--- src/rtl/pkt_framer_pkg.sv ---
`timescale 1ns/1ps
package pkt_framer_pkg;

    // word-writer sequencing
    typedef enum logic [2:0] {
        W_IDLE  = 3'd0,
        W_HDRH  = 3'd1,
        W_HDRL  = 3'd2,
        W_WAITF = 3'd3,
        W_TSL   = 3'd4,
        W_SMPA  = 3'd5,
        W_SMPB  = 3'd6,
        W_WAITS = 3'd7
    } wr_state_e;

    // run control
    typedef enum logic [1:0] {
        R_IDLE = 2'd0,
        R_WAIT = 2'd1,
        R_RUN  = 2'd2,
        R_HALT = 2'd3
    } run_state_e;

endpackage

--- src/rtl/pf_ts_counter.sv ---
`timescale 1ns/1ps
module pf_ts_counter #(
    parameter int TS_W = 32
) (
    input  logic            clk,
    input  logic            rst_n,
    input  logic            tick,
    output logic [TS_W-1:0] count
);
    logic [TS_W-1:0] count_d, count_q;

    always_comb begin
        count_d = count_q;
        if (tick) count_d = count_q + TS_W'(1);
    end

    always_ff @(posedge clk) begin
        if (!rst_n) count_q <= '0;
        else        count_q <= count_d;
    end

    assign count = count_q;
endmodule

--- src/rtl/pf_run_ctrl.sv ---
`timescale 1ns/1ps
module pf_run_ctrl
    import pkt_framer_pkg::*;
#(
    parameter int TS_W = 32
) (
    input  logic            clk,
    input  logic            rst_n,
    input  logic            enable,
    input  logic            timed_start,
    input  logic [TS_W-1:0] start_time,
    input  logic [TS_W-1:0] ts,
    input  logic            finish,
    output logic            run,
    output logic            arm
);
    typedef struct packed {
        run_state_e st;
        logic       en;
    } ctrl_t;

    ctrl_t r_d, r_q;
    logic  arm_c;

    always_comb begin
        r_d    = r_q;
        r_d.en = enable;
        arm_c  = 1'b0;
        case (r_q.st)
            R_IDLE: begin
                if (enable && !r_q.en) begin
                    arm_c  = 1'b1;
                    r_d.st = timed_start ? R_WAIT : R_RUN;
                end
            end
            R_WAIT: begin
                if (!enable)               r_d.st = R_IDLE;
                else if (ts == start_time) r_d.st = R_RUN;
            end
            R_RUN: begin
                if (!enable)     r_d.st = R_IDLE;
                else if (finish) r_d.st = R_HALT;
            end
            R_HALT: begin
                if (!enable) r_d.st = R_IDLE;
            end
            default: r_d.st = R_IDLE;
        endcase
    end

    always_ff @(posedge clk) begin
        if (!rst_n) r_q <= '0;
        else        r_q <= r_d;
    end

    assign run = (r_q.st == R_RUN);
    assign arm = arm_c;
endmodule

--- src/rtl/pf_writer.sv ---
`timescale 1ns/1ps
module pf_writer
    import pkt_framer_pkg::*;
#(
    parameter int DATA_W = 16,
    parameter int SAMP_W = 12,
    parameter int CNT_W  = 16,
    parameter int TS_W   = 32
) (
    input  logic              clk,
    input  logic              rst_n,
    input  logic              run,
    input  logic              arm,
    input  logic              count_mode,
    input  logic [CNT_W-1:0]  pkt_total,
    input  logic              narrow,
    input  logic [SAMP_W-1:0] pkt_samples,
    input  logic              smp_valid,
    input  logic [DATA_W-1:0] smp_i,
    input  logic [DATA_W-1:0] smp_q,
    input  logic [TS_W-1:0]   ts,
    input  logic              fifo_full,
    output logic              fifo_wr,
    output logic [DATA_W-1:0] fifo_data,
    output logic              overrun,
    output logic              finish
);
    localparam int HALF_W = DATA_W / 2;
    localparam int SEQ_W  = DATA_W - 1;

    typedef struct packed {
        wr_state_e         st;
        logic              pend;
        logic [DATA_W-1:0] hold_i;
        logic [DATA_W-1:0] hold_q;
        logic [TS_W-1:0]   hold_ts;
        logic [SAMP_W-1:0] smp_cnt;
        logic [CNT_W-1:0]  pkt_cnt;
        logic [SEQ_W-1:0]  seq;
        logic              ovf;
    } wr_t;

    wr_t               w_d, w_q;
    logic              wr_due;
    logic [DATA_W-1:0] word;
    logic [DATA_W-1:0] first_word;
    logic [DATA_W-1:0] len_words;
    logic              active;
    logic              stall;
    logic              last_word;
    logic              fin_c;

    always_comb begin
        first_word = narrow ? {w_q.hold_i[DATA_W-1 -: HALF_W], w_q.hold_q[DATA_W-1 -: HALF_W]}
                            : w_q.hold_i;
        len_words  = narrow ? DATA_W'(pkt_samples) : DATA_W'({pkt_samples, 1'b0});
        active     = (w_q.st != W_IDLE);

        // word selection for the current state
        wr_due = 1'b0;
        word   = '0;
        case (w_q.st)
            W_HDRH:  begin wr_due = 1'b1; word = {w_q.ovf, w_q.seq}; end
            W_HDRL:  begin wr_due = 1'b1; word = len_words; end
            W_WAITF: begin wr_due = w_q.pend; word = w_q.hold_ts[TS_W-1 -: DATA_W]; end
            W_TSL:   begin wr_due = 1'b1; word = w_q.hold_ts[DATA_W-1:0]; end
            W_SMPA:  begin wr_due = 1'b1; word = first_word; end
            W_WAITS: begin wr_due = w_q.pend; word = first_word; end
            W_SMPB:  begin wr_due = 1'b1; word = w_q.hold_q; end
            default: begin wr_due = 1'b0; word = '0; end
        endcase

        stall = active && fifo_full && (wr_due || smp_valid);

        w_d       = w_q;
        last_word = 1'b0;
        fin_c     = 1'b0;

        if (arm) begin
            w_d.seq     = '0;
            w_d.pkt_cnt = '0;
            w_d.ovf     = 1'b0;
        end

        if (stall) begin
            // drop, flag, and reopen a fresh packet
            w_d.ovf     = 1'b1;
            w_d.st      = W_HDRH;
            w_d.pend    = 1'b0;
            w_d.smp_cnt = '0;
        end else begin
            case (w_q.st)
                W_IDLE: begin
                    if (run) begin
                        w_d.st      = W_HDRH;
                        w_d.smp_cnt = '0;
                    end
                end
                W_HDRH: begin
                    w_d.seq = w_q.seq + SEQ_W'(1);
                    w_d.st  = W_HDRL;
                end
                W_HDRL: w_d.st = W_WAITF;
                W_WAITF: begin
                    if (w_q.pend) begin
                        w_d.pend = 1'b0;
                        w_d.st   = W_TSL;
                    end
                end
                W_TSL: w_d.st = W_SMPA;
                W_SMPA: begin
                    if (narrow) last_word = 1'b1;
                    else        w_d.st    = W_SMPB;
                end
                W_WAITS: begin
                    if (w_q.pend) begin
                        w_d.pend = 1'b0;
                        if (narrow) last_word = 1'b1;
                        else        w_d.st    = W_SMPB;
                    end
                end
                W_SMPB: last_word = 1'b1;
                default: w_d.st = W_IDLE;
            endcase

            if (last_word) begin
                if (w_q.smp_cnt == pkt_samples - SAMP_W'(1)) begin
                    w_d.smp_cnt = '0;
                    w_d.pkt_cnt = w_q.pkt_cnt + CNT_W'(1);
                    if (count_mode && (w_q.pkt_cnt + CNT_W'(1) == pkt_total)) begin
                        fin_c  = 1'b1;
                        w_d.st = W_IDLE;
                    end else if (run) begin
                        w_d.st = W_HDRH;
                    end else begin
                        w_d.st = W_IDLE;
                    end
                end else begin
                    w_d.smp_cnt = w_q.smp_cnt + SAMP_W'(1);
                    w_d.st      = W_WAITS;
                end
            end
        end

        // capture an accepted strobe with the time it arrived
        if (active && smp_valid && !fifo_full) begin
            w_d.pend    = 1'b1;
            w_d.hold_i  = smp_i;
            w_d.hold_q  = smp_q;
            w_d.hold_ts = ts;
        end
    end

    always_ff @(posedge clk) begin
        if (!rst_n) w_q <= '0;
        else        w_q <= w_d;
    end

    assign fifo_wr   = wr_due && !fifo_full;
    assign fifo_data = word;
    assign overrun   = w_q.ovf;
    assign finish    = fin_c;
endmodule

--- src/rtl/pkt_framer.sv ---
`timescale 1ns/1ps
module pkt_framer #(
    parameter int DATA_W = 16,
    parameter int SAMP_W = 12,
    parameter int CNT_W  = 16,
    parameter int TS_W   = 2 * DATA_W
) (
    input  logic              clk,
    input  logic              rst_n,
    input  logic              enable,
    input  logic              count_mode,
    input  logic [CNT_W-1:0]  pkt_total,
    input  logic              timed_start,
    input  logic [TS_W-1:0]   start_time,
    input  logic              narrow,
    input  logic [SAMP_W-1:0] pkt_samples,
    input  logic              smp_valid,
    input  logic [DATA_W-1:0] smp_i,
    input  logic [DATA_W-1:0] smp_q,
    input  logic              fifo_full,
    output logic              fifo_wr,
    output logic [DATA_W-1:0] fifo_data,
    output logic              overrun,
    output logic              done
);
    logic [TS_W-1:0] ts_now;
    logic            run;
    logic            arm;
    logic            finish;

    pf_ts_counter #(.TS_W(TS_W)) u_ts (
        .clk   (clk),
        .rst_n (rst_n),
        .tick  (smp_valid),
        .count (ts_now)
    );

    pf_run_ctrl #(.TS_W(TS_W)) u_ctrl (
        .clk         (clk),
        .rst_n       (rst_n),
        .enable      (enable),
        .timed_start (timed_start),
        .start_time  (start_time),
        .ts          (ts_now),
        .finish      (finish),
        .run         (run),
        .arm         (arm)
    );

    pf_writer #(
        .DATA_W (DATA_W),
        .SAMP_W (SAMP_W),
        .CNT_W  (CNT_W),
        .TS_W   (TS_W)
    ) u_wr (
        .clk         (clk),
        .rst_n       (rst_n),
        .run         (run),
        .arm         (arm),
        .count_mode  (count_mode),
        .pkt_total   (pkt_total),
        .narrow      (narrow),
        .pkt_samples (pkt_samples),
        .smp_valid   (smp_valid),
        .smp_i       (smp_i),
        .smp_q       (smp_q),
        .ts          (ts_now),
        .fifo_full   (fifo_full),
        .fifo_wr     (fifo_wr),
        .fifo_data   (fifo_data),
        .overrun     (overrun),
        .finish      (finish)
    );

    assign done = finish;
endmodule

--- config.mk ---
export PLATFORM = sky130hd
export DESIGN_NAME = pkt_framer
export DESIGN_NICKNAME = d
export VERILOG_FILES = /design/src/rtl/pkt_framer_pkg.sv /design/src/rtl/pf_ts_counter.sv /design/src/rtl/pf_run_ctrl.sv /design/src/rtl/pf_writer.sv /design/src/rtl/pkt_framer.sv
export SDC_FILE = /design/constraint.sdc
export NUM_CORES = 1
export LEC_CHECK = 0
export ABC_AREA = 1
export CAP_MARGIN = 0
export CORE_ASPECT_RATIO = 0.7
export CORE_UTILIZATION = 25
export DETAILED_ROUTE_END_ITERATION = 10
export DONT_BUFFER_PORTS = 1
export PLACE_DENSITY_LB_ADDON = 0.15
export SETUP_SLACK_MARGIN = 0.02
export SYNTH_ARGS = -nofsm -noshare
export SYNTH_HDL_FRONTEND = slang
export SYNTH_SLANG_ARGS = --single-unit
export TNS_END_PERCENT = 30
--- constraint.sdc ---
create_clock -name clk -period 1.86 [get_ports clk]
set_clock_uncertainty 0.1 [all_clocks]
set_input_delay 0.186 -clock clk [delete_from_list [all_inputs] [get_ports clk]]
set_output_delay 0.186 -clock clk [all_outputs]
set_load 0.03 [all_outputs]
==> out/summary.txt, run 1 <==
Yosys cell types -> 53
Largest net degree at the start of global routing -> 90
Ys async rst share -> 0%
Yosys warns -> 0
Ports -> 119
Die ar. -> 0.0345 mm^2
Worst Hold End -> u_wr.w_q[25]
Sw Pwr -> 0.00353 W
Commonest non-fill, non-tap cell in the layout -> buf_4
Clk slew on worst S/H paths -> 70 ps
Ant. Diodes -> 0
Starting Density -> 25.8%
Tightest Pin Transition -> 470 ps
Routing usage on met1 -> 29.2%
Layout Nets -> 1,671
Reg power frac -> 35.4%
Final hold slack -> 38.3 ps
Mux cell area share after synthesis -> 0%
Post-synthesis net count -> 1,366
Non-Filler Instances -> 2,005
Worst min path class -> in2reg
Netlist Area Pre-Place -> 0.00845 mm^2
PortBufs -> 0
Gate power share -> 29.0%
TritonRoute pass-1 iters -> 5
Status -> finished, violations left
Vias in the first global route -> 8,986
CTS Buf Count -> 17
Root buffer cell -> clkbuf_16
Clk buf depth -> 2
Total GRT Usage -> 19.9%
Synth-to-Final Area Change -> 64.6%
Drt drc -> 0
Syn avg cell area -> 6.70 um^2
Filler Cells Inserted -> 3,333
DP HPWL -> 25.7 mm
Seq/Total Area, Yosys -> 34.8%
Max-Cap Viols -> 0
Failing checks -> setup timing
Routed wire length -> 34.6 mm
Core footprint -> 0.0328 mm^2
Post-DRT Antenna Nets -> 0
Crit-path max FO -> 4
Final Setup Violations -> 74
Reg2reg end -> u_wr.w_q[109]
Die span in y -> 156 um
Final Slew Violations -> 0
Synth Area in Compound Gates -> 21.9%
Tmin final -> 2430 ps
Simple-gate portion of the synthesized area -> 28.3%
RSZ-0062 raised after global routing -> true
CTS tree -> yes
Worst EP required -> 1570 ps
M3 GR Usage -> 3.54%
Crit end category -> primary output
Antenna violations before repair -> 0
CTS Sinks -> 147
Reg2Reg Depth -> 19
HP Start -> rst_n
Vias per inst -> 4.74
Vias -> 9,498
Placed Instances -> 1,890
Iteration-0 DRC Markers -> 539
# H-tree levels -> 4
Met2 Usage GRT -> 29.2%
Layout cells sized above 1 -> 38.8%
Clock network power share -> 35.6%
Clock latency at the later pin of the worst-skew pair -> 450 ps
Combinational family with the most area after synthesis -> simple AND/OR/NAND/NOR gates
Slew headroom -> 68.4%
Avg WL per Cell -> 17.2 um
Worst VDD drop -> 0.707 mV
Worst Path Arrival -> 2150 ps
Switch share -> 34.0%
Number of flops mapped to enable cells by yosys -> 0
Int Pwr -> 0.00684 W
Worst Path Class, Setup -> reg2out
Max frequency -> 411 MHz
Seq cells post-synth -> 147
First-pass GRT wire length -> 52.3 mm
Final cycle utilization of the critical path -> 131%
Gpl congestion -> 0.868
Post-Synth Adder-Cell Area -> 0.741%
Overflow after GRT -> 0
Hold Crit Depth -> 3
Flop2flop setup slack -> -540 ps
Hold Vio Cnt, Final -> 0
Row cnt -> 55
Prevailing post-synth register cell -> dfxtp_1
Dpl ws -> -358 ps
Synth Area in XOR/XNOR -> 3.79%
Cell Pwr Density -> 746 mW/mm^2
Final WS setup -> -574 ps
Most used routing layer -> met1
Die Wd -> 222 um
Most frequent cells in the layout -> 215 x buf_4, 197 x nand2_1, 151 x inv_1
Setup crit start kind -> register
R2R Path Start -> u_wr.w_q[16]
P_leak -> 5.48 nW
Post-Syn Instances -> 1,261
-- synthesized netlist by cell type (5+ instances only) --
library cell    n  area share (%)
a211oi_1        9            0.80
a21oi_1       122             7.2
a221oi_1       12             1.2
a22oi_1         5            0.44
a31oi_1         5            0.37
clkbuf_1       36             1.6
dfxtp_1       147              35
ha_1            5            0.74
inv_1         171             7.6
inv_2          14            0.62
nand2_1       225              10
nand3_1        75             4.4
nand4_1        16             1.2
nor2_1        127             5.6
nor2_2          8            0.59
nor3_1         34             2.0
nor4_1          8            0.59
o2111ai_1       7            0.73
o211ai_1        5            0.44
o21ai_0       117             6.9
o221ai_1       10             1.0
o22ai_1        12            0.89
or2_2           7            0.52
xnor2_1        12             1.2
xor2_1         22             2.3
-- sequential cells by signal, indices dropped and copies added (netlist names) --
signal	count
u_wr.overrun	1
u_ts.count	32
u_ctrl.r_q	3
u_wr.w_q	111
-- cell families (layout without fill, tap and decap cells) --
family,count (synthesis),in the layout
flip-flops,147,147
AO/OA/AOI/OAI,320,320
AND/OR/NAND/NOR,525,525
buffers and inverters,229,546
XOR/XNOR,35,35
adder cells (fa/ha/maj),5,5
-- repair_timing --
action / 4_1_cts / 5_1_grt
setup buffers: 23 / 24
hold buffers: 38 / 0
pin swaps: 32 / 47
gates resized for setup: 256 / 166
hold endpoints to repair: 91 / 0
gates cloned: 4 / 1
endpoints found under the setup margin: 144 / 150
-- layer usage --
| metal | up-vias | wire [um] |
|---|---|---|
| met5 | - | 0 |
| met4 | 0 | 554 |
| met3 | 29 | 1320 |
| met1 | 4440 | 17800 |
| li1 | 4840 | - |
| met2 | 189 | 14900 |
-- how the worst max path moves through the flow --
stage	startpoint	to	slack [ps]	depth (start not counted)
floorplan	u_wr.w_q[110]	fifo_data[11]	-100	4
global route	u_wr.w_q[16]	done	-740	13
global placement	u_wr.w_q[16]	u_ctrl.r_q[2]	-350	16
CTS	u_wr.w_q[16]	done	-640	13
detailed placement	u_wr.w_q[16]	u_ctrl.r_q[2]	-360	16
finish	u_wr.w_q[109]	fifo_data[7]	-570	10
-- power groups by stage --
stage          clock, W  combinational [W]  sequential (W)
2_1_floorplan         0            0.00122         0.00360
3_3_place_gp          0            0.00214         0.00367
3_5_place_dp          0            0.00213         0.00367
4_1_cts         0.00378            0.00279         0.00365
5_1_grt         0.00393            0.00323         0.00369
6_report        0.00369            0.00301         0.00367
-- final cells by class --
type | instances | area [um^2] | share of cell area [%]
Inverter | 186 | 738 | 5.31
Multi-Input combinational cell | 885 | 5960 | 42.9
Sequential cell | 147 | 3000 | 21.6
Timing Repair Buffer | 329 | 3060 | 22.0
Clock buffer | 18 | 429 | 3.09
Clock inverter | 13 | 176 | 1.27
Tap cell | 427 | 534 | 3.84
-- critical path, cell delays in order, from the launching register on --
cell	delay, ps
dfxtp_4	430
inv_4	60
nand2_4	90
nor2_4	60
inv_2	80
buf_6	110
o21ai_4	50
a221oi_4	250
o211ai_1	240
buf_4	200
buf_12	130
-- metrics by stage --
step | power [W] | instance area (um^2) | setup TNS [ps] | utilization [%]
floorplan | 0.00481 | 8530 | -417 | -
global placement | 0.00581 | 10800 | -14260 | 33.1
detailed placement | 0.00579 | 10800 | -14970 | 33.1
CTS | 0.0102 | 13100 | -16240 | 39.9
global route | 0.0108 | 13900 | -24680 | 42.4
finish | 0.0104 | 13900 | -14250 | 42.4
Power figures use the tool's default switching activity.
==> inputs of run 2 (changes only) <==
--- a/config.mk
+++ b/config.mk
@@ -7,5 +7,5 @@
 export LEC_CHECK = 0
 export ABC_AREA = 1
-export CAP_MARGIN = 0
+export CAP_MARGIN = 10
 export CORE_ASPECT_RATIO = 0.7
 export CORE_UTILIZATION = 25
@@ -14,4 +14,5 @@
 export PLACE_DENSITY_LB_ADDON = 0.15
 export SETUP_SLACK_MARGIN = 0.02
+export SLEW_MARGIN = 40
 export SYNTH_ARGS = -nofsm -noshare
 export SYNTH_HDL_FRONTEND = slang
--- a/constraint.sdc
+++ b/constraint.sdc
@@ -3,3 +3,3 @@
 set_input_delay 0.186 -clock clk [delete_from_list [all_inputs] [get_ports clk]]
 set_output_delay 0.186 -clock clk [all_outputs]
-set_load 0.03 [all_outputs]
+set_load 0.1 [all_outputs]
==> run 2 against run 1 <==
- the run still ends with setup timing left
- global-route usage increased by 0.35 points
- fmax decreased by 5.2%
- clock power decreased by 6.0%
- sequential share of layout area decreased by 0.087 points
- design area increased by 0.41%
- combinational power increased by 10%
- clock-buffer cell count decreased by 1
==> out/summary.txt, run 2 (same netlist as run 1, synthesis figures left out) <==
Status -> finished, violations left
Failing checks -> setup timing
CP Buf/Inv Count -> 4 (-1)
Tmin final -> 2570 ps (+134 ps)
Commonest non-fill, non-tap cell in the layout -> buf_4
# H-tree levels -> 4 (unchanged)
Worst VDD drop -> 0.627 mV (-11%)
DP HPWL -> 26.0 mm (+1.2%)
Die Wd -> 222 um (unchanged)
Largest net degree at the start of global routing -> 90 (unchanged)
Most used routing layer -> met2
Crit-path cells -> buf_6 -> nand2_4 -> nor2_4 -> buf_6 -> nand3_2 -> nand2_1 -> nand3_1 -> nand2_1 -> nand2_1 -> nor2_1 -> nand3_1 -> nor2_2 -> nand2_2 -> inv_2 -> buf_12
Routing usage on met1 -> 29.4% (+0.18 points)
Final Slew Violations -> 0 (unchanged)
Worst Hold End -> u_wr.w_q[28]
CTS tree -> yes
M3 GR Usage -> 3.95% (+0.41 points)
Final hold slack -> 10.8 ps (-27.6 ps)
Synth-to-Final Area Change -> 65.2%
HP Start -> rst_n
Core footprint -> 0.0328 mm^2 (unchanged)
Met2 Usage GRT -> 30.3% (+1.1 points)
Slowest CP cell -> dfxtp_2
Post-DRT Antenna Nets -> 0 (unchanged)
Max frequency -> 389 MHz (-5.2%)
Placed Instances -> 1,887 (-0.16%)
Clock latency at the later pin of the worst-skew pair -> 450 ps (about the same)
Clk slew on worst S/H paths -> 70 ps (about the same)
Final WS setup -> -709 ps (-134 ps)
Routed wire length -> 34.8 mm (+0.60%)
CTS Sinks -> 147 (unchanged)
Worst Path Class, Setup -> reg2out
CTS Buf Count -> 17 (unchanged)
Max-Cap Viols -> 0 (unchanged)
R2R Path Start -> u_wr.w_q[23]
Crit-path max FO -> 3 (-1)
TritonRoute pass-1 iters -> 5 (unchanged)
Gpl congestion -> 0.883 (+1.7%)
Starting Density -> 25.8% (unchanged)
CP dominant cell by count -> nand2_1
Number of flip-flops in the largest register -> 111 (unchanged)
Final cycle utilization of the critical path -> 138% (+7.2 points)
Clk buf depth -> 2 (unchanged)
Hold Crit Depth -> 3 (unchanged)
Avg WL per Cell -> 17.3 um (+0.30%)
Critical path's top delay family -> simple AND/OR/NAND/NOR gates
Cell Pwr Density -> 750 mW/mm^2 (+0.54%)
Antenna violations before repair -> 0 (unchanged)
Row cnt -> 55 (unchanged)
First-pass GRT wire length -> 53.1 mm (+1.5%)
Worst min path class -> in2reg
Setup crit start kind -> register
Layout cells sized above 1 -> 38.1% (-0.72 points)
Max stage delay on crit path -> 360 ps (-70 ps)
Tightest Pin Transition -> 440 ps (-29.7 ps)
Slew headroom -> 70.4% (+2.0 points)
Overflow after GRT -> 0 (unchanged)
P_leak -> 5.52 nW (+0.69%)
Die ar. -> 0.0345 mm^2 (unchanged)
Worst Path Arrival -> 2280 ps (+130 ps)
Root buffer cell -> clkbuf_16
RSZ-0062 raised after global routing -> true
Iteration-0 DRC Markers -> 595 (+10%)
Reg2Reg Depth -> 16 (-3)
Vias in the first global route -> 9,120 (+1.5%)
Ant. Diodes -> 0 (unchanged)
Vias -> 9,622 (+1.3%)
Most frequent cells in the layout -> 217 x buf_4, 192 x nand2_1, 149 x inv_1
TNS Setup -> -14,270 ps (-12.3 ps)
Flop2flop setup slack -> -500 ps (+40 ps)
Die span in y -> 156 um (unchanged)
Non-Filler Instances -> 2,011 (+0.30%)
Drt drc -> 0 (unchanged)
Reg2reg end -> u_wr.w_q[109]
Hold Vio Cnt, Final -> 0 (unchanged)
Total GRT Usage -> 20.2% (+0.35 points)
Ports -> 119 (unchanged)
Layout Nets -> 1,676 (+0.30%)
PortBufs -> 0 (unchanged)
Worst EP required -> 1570 ps (about the same)
Crit end category -> primary output
Most flop-heavy register -> u_wr.w_q
Dpl ws -> -494 ps (-137 ps)
Final Setup Violations -> 55 (-26%)
Vias per inst -> 4.78 (+1.0%)
run 2: how the worst max path moves through the flow:
stage	start	to	cells past startpoint
finish	u_wr.w_q[17]	done	15
detailed placement	u_wr.w_q[16]	done	14
CTS	u_wr.w_q[16]	done	14
floorplan	u_wr.w_q[109]	fifo_data[2]	5
global placement	u_wr.w_q[16]	done	14
global route	u_wr.w_q[17]	done	15
run 2: layer usage:
metal | routed length (um) | vias to the layer above
met3 | 1660 | 22
met2 | 15000 | 221
met4 | 355 | 0
met1 | 17800 | 4513
met5 | 0 | -
li1 | - | 4866
run 2: where the power goes:
group	total (W)	leakage, nW	internal, W	switching, W
Combinational	0.00332	4.05	0.00136	0.00195
Sequential	0.00369	1.20	0.00341	0.000278
Clock	0.00347	0.271	0.00177	0.00169
run 2: metrics by stage:
stage	power (W)	utilization, %	instance area (um^2)
2_1_floorplan	0.00512	-	8560
6_report	0.0105	42.6	14000
3_5_place_dp	0.00623	33.7	11100
4_1_cts	0.0102	40.3	13200
5_1_grt	0.0109	42.6	14000
3_3_place_gp	0.00624	33.7	11100
run 2: area by class of cell:
| type | count | area, um^2 |
|---|---|---|
| clock buffers | 17 | 425 |
| clock inverters | 15 | 141 |
| flip-flops and latches | 147 | 3000 |
| repair buffers | 334 | 3220 |
| multi-input cells | 885 | 5900 |
| inverters | 186 | 734 |
| well taps | 427 | 534 |
| fillers | 3328 | 18800 |
run 2: worst reg2reg max path, stage by stage (launching register included):
cell,delay [ps]
dfxtp_1,410
nand2_1,170
nor2_1,170
nand4_1,130
buf_4,150
nand2_1,80
nand2_1,50
nand2_1,60
nor2_1,50
nand3_1,100
nor2_2,60
buf_4,120
buf_4,120
buf_4,120
o21ai_1,120
nand2_1,80
a21oi_2,180
run 2: what timing repair did:
action | 4_1_cts | 5_1_grt
buffers inserted | 39 | 21
gates cloned | 2 | 0
hold buffers | 38 | 0
setup endpoints to repair | 129 | 151
resized for setup | 217 | 196
pin swaps | 58 | 68
hold endpoints to repair | 91 | 0
